File: src/rtl/pit_pkg.sv
package pit_pkg;
    typedef enum logic [1:0] {
        ST_IDLE  = 2'd0,
        ST_COUNT = 2'd1,
        ST_PEND  = 2'd2
    } pit_state_e;

    localparam logic [7:0] OFF_CTRL   = 8'h00;
    localparam logic [7:0] OFF_THROT  = 8'h10;
    localparam logic [7:0] OFF_CDOWN  = 8'h14;
    localparam logic [7:0] OFF_PERIOD = 8'h18;

    localparam int RUN_BIT    = 26;
    localparam int PRIO_LSB   = 20;
    localparam int NUM_LSB    = 12;
    localparam int PRIO_SHIFT = 2;
endpackage

File: src/rtl/pit_regs.sv
module pit_regs
    import pit_pkg::*;
#(
    parameter int DATA_W        = 32,
    parameter int ADDR_W        = 8,
    parameter int CD_W          = 12,
    parameter int NUM_W         = 6,
    parameter int PRIO_W        = 4,
    parameter int BUS_PERIOD_NS = 4
) (
    input  logic              clk,
    input  logic              rst_n,
    input  logic              reg_wr,
    input  logic [ADDR_W-1:0] reg_addr,
    input  logic [DATA_W-1:0] reg_wdata,
    output logic [DATA_W-1:0] reg_rdata,
    output logic              ctl_wr,
    output logic              ctl_run,
    output logic [DATA_W-1:0] throttle,
    output logic [NUM_W-1:0]  irq_code
);
    localparam int SHIFTED_W = PRIO_W + PRIO_SHIFT;

    logic              run_q;
    logic [NUM_W-1:0]  num_q;
    logic [PRIO_W-1:0] prio_q;
    logic [DATA_W-1:0] thr_q;
    logic [CD_W-1:0]   cd_q;
    logic              cd_wr;
    logic              thr_wr;
    logic [SHIFTED_W-1:0] prio_shifted;

    assign ctl_wr  = reg_wr && (reg_addr == ADDR_W'(OFF_CTRL));
    assign thr_wr  = reg_wr && (reg_addr == ADDR_W'(OFF_THROT));
    assign cd_wr   = reg_wr && (reg_addr == ADDR_W'(OFF_CDOWN));
    assign ctl_run = reg_wdata[RUN_BIT];
    assign throttle = thr_q;

    assign prio_shifted = {prio_q, {PRIO_SHIFT{1'b0}}};
    assign irq_code     = num_q | NUM_W'(prio_shifted);

    always_ff @(posedge clk) begin
        if (!rst_n) begin
            run_q  <= 1'b0;
            num_q  <= '0;
            prio_q <= '0;
            thr_q  <= '0;
        end else begin
            if (ctl_wr) begin
                run_q  <= reg_wdata[RUN_BIT];
                num_q  <= reg_wdata[NUM_LSB +: NUM_W];
                prio_q <= reg_wdata[PRIO_LSB +: PRIO_W];
            end
            if (thr_wr) begin
                thr_q <= reg_wdata;
            end
        end
    end

    always_ff @(posedge clk) begin
        if (!rst_n) begin
            cd_q <= '0;
        end else if (cd_wr) begin
            cd_q <= reg_wdata[CD_W-1:0];
        end else if (cd_q != '0) begin
            cd_q <= cd_q - 1'b1;
        end
    end

    always_comb begin
        reg_rdata = '0;
        if (reg_addr == ADDR_W'(OFF_CTRL)) begin
            reg_rdata[RUN_BIT]               = run_q;
            reg_rdata[PRIO_LSB +: PRIO_W]    = prio_q;
            reg_rdata[NUM_LSB +: NUM_W]      = num_q;
        end else if (reg_addr == ADDR_W'(OFF_THROT)) begin
            reg_rdata = thr_q;
        end else if (reg_addr == ADDR_W'(OFF_CDOWN)) begin
            reg_rdata[CD_W-1:0] = cd_q;
        end else if (reg_addr == ADDR_W'(OFF_PERIOD)) begin
            reg_rdata = DATA_W'(BUS_PERIOD_NS);
        end
    end

    // the countdown steps down by one per clock unless reloaded
    assert_cdown_step_R10: assert property (@(posedge clk) disable iff (!rst_n)
        (cd_q != '0 && !cd_wr) |=> (cd_q == $past(cd_q) - 1'b1));
    // the countdown holds at zero
    assert_cdown_floor_R10: assert property (@(posedge clk) disable iff (!rst_n)
        (cd_q == '0 && !cd_wr) |=> (cd_q == '0));
endmodule

File: src/rtl/pit_interval.sv
module pit_interval #(
    parameter int DATA_W = 32
) (
    input  logic              clk,
    input  logic              rst_n,
    input  logic              load,
    input  logic              running,
    input  logic [DATA_W-1:0] throttle,
    output logic              elapse
);
    localparam logic [DATA_W-1:0] ONE = DATA_W'(1);

    logic [DATA_W-1:0] cnt_q;
    logic [DATA_W-1:0] reload;

    assign reload = (throttle == '0) ? ONE : throttle;
    assign elapse = running && !load && (cnt_q == ONE);

    always_ff @(posedge clk) begin
        if (!rst_n) begin
            cnt_q <= '0;
        end else if (load) begin
            cnt_q <= reload;
        end else if (running) begin
            if (cnt_q == ONE) begin
                cnt_q <= reload;
            end else begin
                cnt_q <= cnt_q - 1'b1;
            end
        end
    end

    // a running counter never sits at zero, so a zero throttle cannot stall it
    assert_cnt_nonzero_R6: assert property (@(posedge clk) disable iff (!rst_n)
        (running && !load) |-> (cnt_q != '0));
endmodule

File: src/rtl/pit_fsm.sv
module pit_fsm
    import pit_pkg::*;
(
    input  logic       clk,
    input  logic       rst_n,
    input  logic       ctl_wr,
    input  logic       ctl_run,
    input  logic       elapse,
    input  logic       irq_ack,
    output pit_state_e state,
    output logic       irq_req
);
    pit_state_e state_q;
    pit_state_e state_d;

    always_ff @(posedge clk) begin
        if (!rst_n) begin
            state_q <= ST_IDLE;
        end else begin
            state_q <= state_d;
        end
    end

    always_comb begin
        state_d = state_q;
        if (ctl_wr) begin
            state_d = ctl_run ? ST_COUNT : ST_IDLE;
        end else begin
            unique case (state_q)
                ST_IDLE:  state_d = ST_IDLE;
                ST_COUNT: state_d = elapse ? ST_PEND : ST_COUNT;
                ST_PEND:  state_d = (irq_ack && !elapse) ? ST_COUNT : ST_PEND;
                default:  state_d = ST_IDLE;
            endcase
        end
    end

    always_comb begin
        state   = state_q;
        irq_req = (state_q == ST_PEND);
    end

    // a pending request is held until acknowledged
    assert_req_hold_R8: assert property (@(posedge clk) disable iff (!rst_n)
        (irq_req && !irq_ack && !ctl_wr) |=> irq_req);
    // an acknowledge with no fresh expiry retires the request
    assert_ack_drop_R8: assert property (@(posedge clk) disable iff (!rst_n)
        (irq_req && irq_ack && !elapse && !ctl_wr) |=> !irq_req);
    // a halt write removes the request at once
    assert_halt_quiet_R9: assert property (@(posedge clk) disable iff (!rst_n)
        (ctl_wr && !ctl_run) |=> !irq_req);
    // a stopped timer stays silent
    assert_idle_quiet_R9: assert property (@(posedge clk) disable iff (!rst_n)
        (state_q == ST_IDLE && !ctl_wr) |=> !irq_req);
endmodule

File: src/rtl/pit_timer.sv
module pit_timer
    import pit_pkg::*;
#(
    parameter int DATA_W        = 32,
    parameter int ADDR_W        = 8,
    parameter int CD_W          = 12,
    parameter int NUM_W         = 6,
    parameter int PRIO_W        = 4,
    parameter int BUS_PERIOD_NS = 4
) (
    input  logic              clk,
    input  logic              rst_n,
    input  logic              reg_wr,
    input  logic [ADDR_W-1:0] reg_addr,
    input  logic [DATA_W-1:0] reg_wdata,
    output logic [DATA_W-1:0] reg_rdata,
    input  logic              irq_ack,
    output logic              irq_req,
    output logic [NUM_W-1:0]  irq_num
);
    logic              ctl_wr;
    logic              ctl_run;
    logic [DATA_W-1:0] throttle;
    logic [NUM_W-1:0]  irq_code;
    logic              elapse;
    logic              running;
    pit_state_e        state;

    pit_regs #(
        .DATA_W(DATA_W), .ADDR_W(ADDR_W), .CD_W(CD_W),
        .NUM_W(NUM_W), .PRIO_W(PRIO_W), .BUS_PERIOD_NS(BUS_PERIOD_NS)
    ) u_regs (
        .clk(clk), .rst_n(rst_n), .reg_wr(reg_wr), .reg_addr(reg_addr),
        .reg_wdata(reg_wdata), .reg_rdata(reg_rdata), .ctl_wr(ctl_wr),
        .ctl_run(ctl_run), .throttle(throttle), .irq_code(irq_code)
    );

    assign running = (state != ST_IDLE);

    pit_interval #(.DATA_W(DATA_W)) u_interval (
        .clk(clk), .rst_n(rst_n), .load(ctl_wr && ctl_run),
        .running(running), .throttle(throttle), .elapse(elapse)
    );

    pit_fsm u_fsm (
        .clk(clk), .rst_n(rst_n), .ctl_wr(ctl_wr), .ctl_run(ctl_run),
        .elapse(elapse), .irq_ack(irq_ack), .state(state), .irq_req(irq_req)
    );

    assign irq_num = irq_req ? irq_code : '0;

    // the presented number does not change while a request is held
    assert_num_stable_R7: assert property (@(posedge clk) disable iff (!rst_n)
        (irq_req && !ctl_wr && !irq_ack) |=> $stable(irq_num));
endmodule

File: config.mk
export PLATFORM = sky130hd
export DESIGN_NAME = pit_timer
export DESIGN_NICKNAME = d
export VERILOG_FILES = /design/src/rtl/pit_pkg.sv /design/src/rtl/pit_regs.sv /design/src/rtl/pit_interval.sv /design/src/rtl/pit_fsm.sv /design/src/rtl/pit_timer.sv
export SDC_FILE = /design/constraint.sdc
export NUM_CORES = 1
export LEC_CHECK = 0
export CORE_ASPECT_RATIO = 1.4
export CORE_MARGIN = 5
export CORE_UTILIZATION = 35
export DETAILED_ROUTE_END_ITERATION = 7
export PLACE_DENSITY = 0.65
export SLEW_MARGIN = 20
export SYNTH_ARGS = -nofsm -noshare
export SYNTH_HDL_FRONTEND = slang
export SYNTH_HIERARCHICAL = 1
export SYNTH_SLANG_ARGS = --single-unit
File: constraint.sdc
create_clock -name clk -period 8.65 [get_ports clk]
set_input_delay 1.73 -clock clk [delete_from_list [all_inputs] [get_ports clk]]
set_output_delay 1.73 -clock clk [all_outputs]
set_load 0.005 [all_outputs]
==> results.py <==
metrics = {
    "logic_synthesis": {
        "avg_cell_area_syn_um2": 8.32,
        "yosysTopAreaCellShare_pct": 35.6,
        "yosysWarnings": 6,
        "synth_top_cells_by_area": "sky130_fd_sc_hd__dfxtp_1, sky130_fd_sc_hd__nand2_1, sky130_fd_sc_hd__a21boi_1, sky130_fd_sc_hd__a22o_1, sky130_fd_sc_hd__mux2i_1",
        "yosysSeqAreaShare_pct": 35.6,
        "synth.cell_area_mm2": 0.00500,
        "synthFlopType": "sky130_fd_sc_hd__dfxtp_1",
        "synth_cells": 601,
        "async_flop_share_pct": 0,
        "synth.net_count": 651,
        "synth-seq-cells": 89,
        "synth-edff-count": 0,
        "post-synth-top-area-cell": "sky130_fd_sc_hd__dfxtp_1",
        "netlist-cell-type-count": 70,
    },
    "placed_design": {
        "place_worst_setup_slack_ns": 2.33,
        "post_place_instance_area_mm2": 0.00588,
        "dp_hpwl_um": 11700,
        "place.port_buffers": 82,
        "globalplace.congestion": 0.925,
    },
    "hold_path": {
        "hold_class": "register to register",
    },
    "run_status": {
        "run_status": "completed",
    },
    "sta": {
        "finalHoldViolations": 0,
        "clock.fmax_mhz": 157,
        "fin_tns_setup_ns": 0,
        "setup-violations-final": 0,
        "worst-slew-pin-transition_ns": 1.09,
        "finalWorstSetupSlack_ns": 2.29,
        "timing.final.crit_period_ns": 6.36,
        "timing.final.max_slew_violations": 0,
        "finClkSkew_ns": 0.00891,
        "maxSlewHeadroom_pct": 27.0,
        "crit_share_post_route_pct": 73.5,
        "worst_hold_slack_ns": 0.493,
        "setup_repair_after_global_routing_missed_its_margin": "false",
    },
    "floorplan": {
        "initial_core_util_pct": 35.8,
        "die-area_mm2": 0.0168,
        "fp-row-count": 51,
        "design.core.area_mm2": 0.0140,
        "fp.dieH_um": 151,
        "floorplan.die.width_um": 111,
        "ios": 83,
    },
    "worst_setup_path": {
        "setup.worst_path.end_class": "output port",
        "minimum_setup_slack_among_reg_to_reg_paths_ns": 5.66,
        "cp-endpoint": "reg_rdata[8]",
        "criticalPathCategory": "input pin to output port",
        "critical_path.startpoint_type": "input pin",
        "worst_ep_arrival_time_ns": 4.63,
        "worst_r2r_startpoint": "u_interval/cnt_q[0]$_SDFFE_PN0P_",
        "cp_data_required_time_ns": 6.92,
        "critical_path_peak_fanout": 22,
        "crit-reg2reg-capture": "u_interval/cnt_q[16]$_SDFFE_PN0P_",
        "timing.reg2reg.worst_path_depth": 7,
        "start_point_of_the_critical_path": "reg_addr[0]",
    },
    "routing": {
        "drtAntennaViolNets": 0,
        "num_vias": 4860,
        "drt_iter0_drc": 363,
        "drt-vias-per-instance": 5.70,
        "post_drt_wl_per_cell_um": 18.5,
        "drc": 0,
        "totalWireLength_um": 15800,
        "drt_first_pass_iters": 5,
    },
    "global_route": {
        "grt_antenna_before_repair": 0,
        "global_route_wire_length_before_repair_um": 25800,
        "first_global_vias": 5038,
        "aggregate_global_routing_overflow": 0,
        "grt_usage_pct": 18.8,
        "maximum_number_of_pins_on_one_net_before_global_route_repair": 67,
    },
    "clock_tree": {
        "cts_inserted_buffers": 9,
        "cts.sink_count": 89,
        "ctsResizeCount": 0,
        "htree_levels": 3,
        "cts.root.buffer_cell": "sky130_fd_sc_hd__clkbuf_16",
        "clk_path_buf_depth": 2,
        "tritoncts": "done",
        "post_cts_buffers": 0,
        "clk_transition_reported_paths_ns": 0.06,
        "cts_hold_buffers": 0,
        "clk-insertion-delay-late_ns": 0.34,
    },
    "cells_and_area": {
        "stdcell_area_mm2": 0.00621,
        "antenna-diode-count": 0,
        "final_cell_mix": "sky130_fd_sc_hd__nand2_1, sky130_fd_sc_hd__dfxtp_1, sky130_fd_sc_hd__clkdlybuf4s50_1",
        "multi_input_gate_area_in_the_final_layout_mm2": 0.00297,
        "final_nets": 713,
        "most_frequent_standard_cell_in_the_layout_excluding_fill_and_tap_cells": "sky130_fd_sc_hd__nand2_1",
        "layout.filler_cells": 1366,
        "sequential_cell_area_mm2": 0.00178,
        "share_of_cells_above_drive_strength_1_pct": 7.49,
        "area_growth_pct": 24.3,
    },
    "run": {
        "max_cap_viol_count": 0,
    },
    "power_and_ir_drop": {
        "peakVddDrop_mv": 0.119,
        "power_density_over_the_cells_mw_per_mm2": 171,
        "leakagePower_uw": 0.00224,
        "finalPower_uw": 1060,
    },
}
-- routing by layer --
metal / part of all wire [%] / global-route usage [%] / vias up
li1: - / - / 2318
met1: 41 / 21.8 / 2322
met2: 51 / 33.8 / 177
met3: 4.8 / 3.60 / 43
met4: 3.3 / 8.03 / 0
met5: 0 / 0 / -
-- how the worst min path moves through the flow --
stage / slack [ns] / to / from / cells past startpoint
CTS: 0.49 / u_regs/throttle[27]$_SDFFE_PN0P_ / u_regs/throttle[27]$_SDFFE_PN0P_ / 2
detailed placement: 0.47 / u_interval/cnt_q[25]$_SDFFE_PN0P_ / u_interval/cnt_q[25]$_SDFFE_PN0P_ / 1
floorplan: 0.45 / u_interval/cnt_q[25]$_SDFFE_PN0P_ / u_interval/cnt_q[25]$_SDFFE_PN0P_ / 1
global placement: 0.47 / u_interval/cnt_q[25]$_SDFFE_PN0P_ / u_interval/cnt_q[25]$_SDFFE_PN0P_ / 1
global route: 0.52 / u_regs/throttle[29]$_SDFFE_PN0P_ / u_regs/throttle[29]$_SDFFE_PN0P_ / 2
finish: 0.49 / u_regs/throttle[27]$_SDFFE_PN0P_ / u_regs/throttle[27]$_SDFFE_PN0P_ / 2
-- logic make-up (layout without fill, tap and decap cells) --
group	count (synthesis)	count (layout)	share of synthesized area (%)
AND/OR/NAND/NOR	288	288	32.2
AO/OA/AOI/OAI	137	137	19.8
flip-flops	89	89	35.6
buffers and inverters	51	118	5.23
multiplexers	17	17	3.40
XOR/XNOR	13	13	2.28
adder cells (fa/ha/maj)	6	6	1.50
-- power breakdown --
| group | total, µW | switching (µW) | internal, µW |
|---|---|---|---|
| clock network | 433 | 165 | 268 |
| logic | 176 | 88.7 | 87.1 |
| registers | 454 | 25.8 | 428 |
| total | 1060 | 279 | 783 |
-- synth_stat cells, drive strengths merged, types with 16 or more instances --
cell type  count
a21boi        34
a21oi         17
a22o          24
clkbuf        20
dfxtp         89
inv           16
mux2i         17
nand2         95
nand3         18
nor2          29
nor2b         18
nor3          19
nor4          26
o21ai         28
or4           16
-- registers in the layout, summed over array words and instances, names as in the netlist --
register and count:
u_fsm/state 2, u_regs/num_q 6, u_regs/cd_q 12, u_regs/run_q 1
u_regs/prio_q 4, u_regs/throttle 32, u_interval/cnt_q 32
-- layout make-up --
cell class	count	area share, %
multi-input cells	461	47.8
inverters	17	1.03
clock inverters	5	1.25
repair buffers	85	13.5
clock buffers	11	4.07
flip-flops and latches	89	28.7
well taps	185	3.73
-- through the flow --
step                      util (%)  instances
final                         44.5        853
after global routing          44.5        853
after CTS                     44.4        853
after detailed placement      42.1        837
after global placement        42.1        837
after floorplan                  -        601
-- critical path, stage by stage --
cell and delay (ns):
sky130_fd_sc_hd__clkdlybuf4s50_1 0.42, sky130_fd_sc_hd__or4_4 0.56, sky130_fd_sc_hd__or3_4 0.38, sky130_fd_sc_hd__nor3_4 0.75
sky130_fd_sc_hd__a22o_1 0.27, sky130_fd_sc_hd__clkdlybuf4s50_1 0.51
Note: power is estimated with default switching activity, not from simulation.
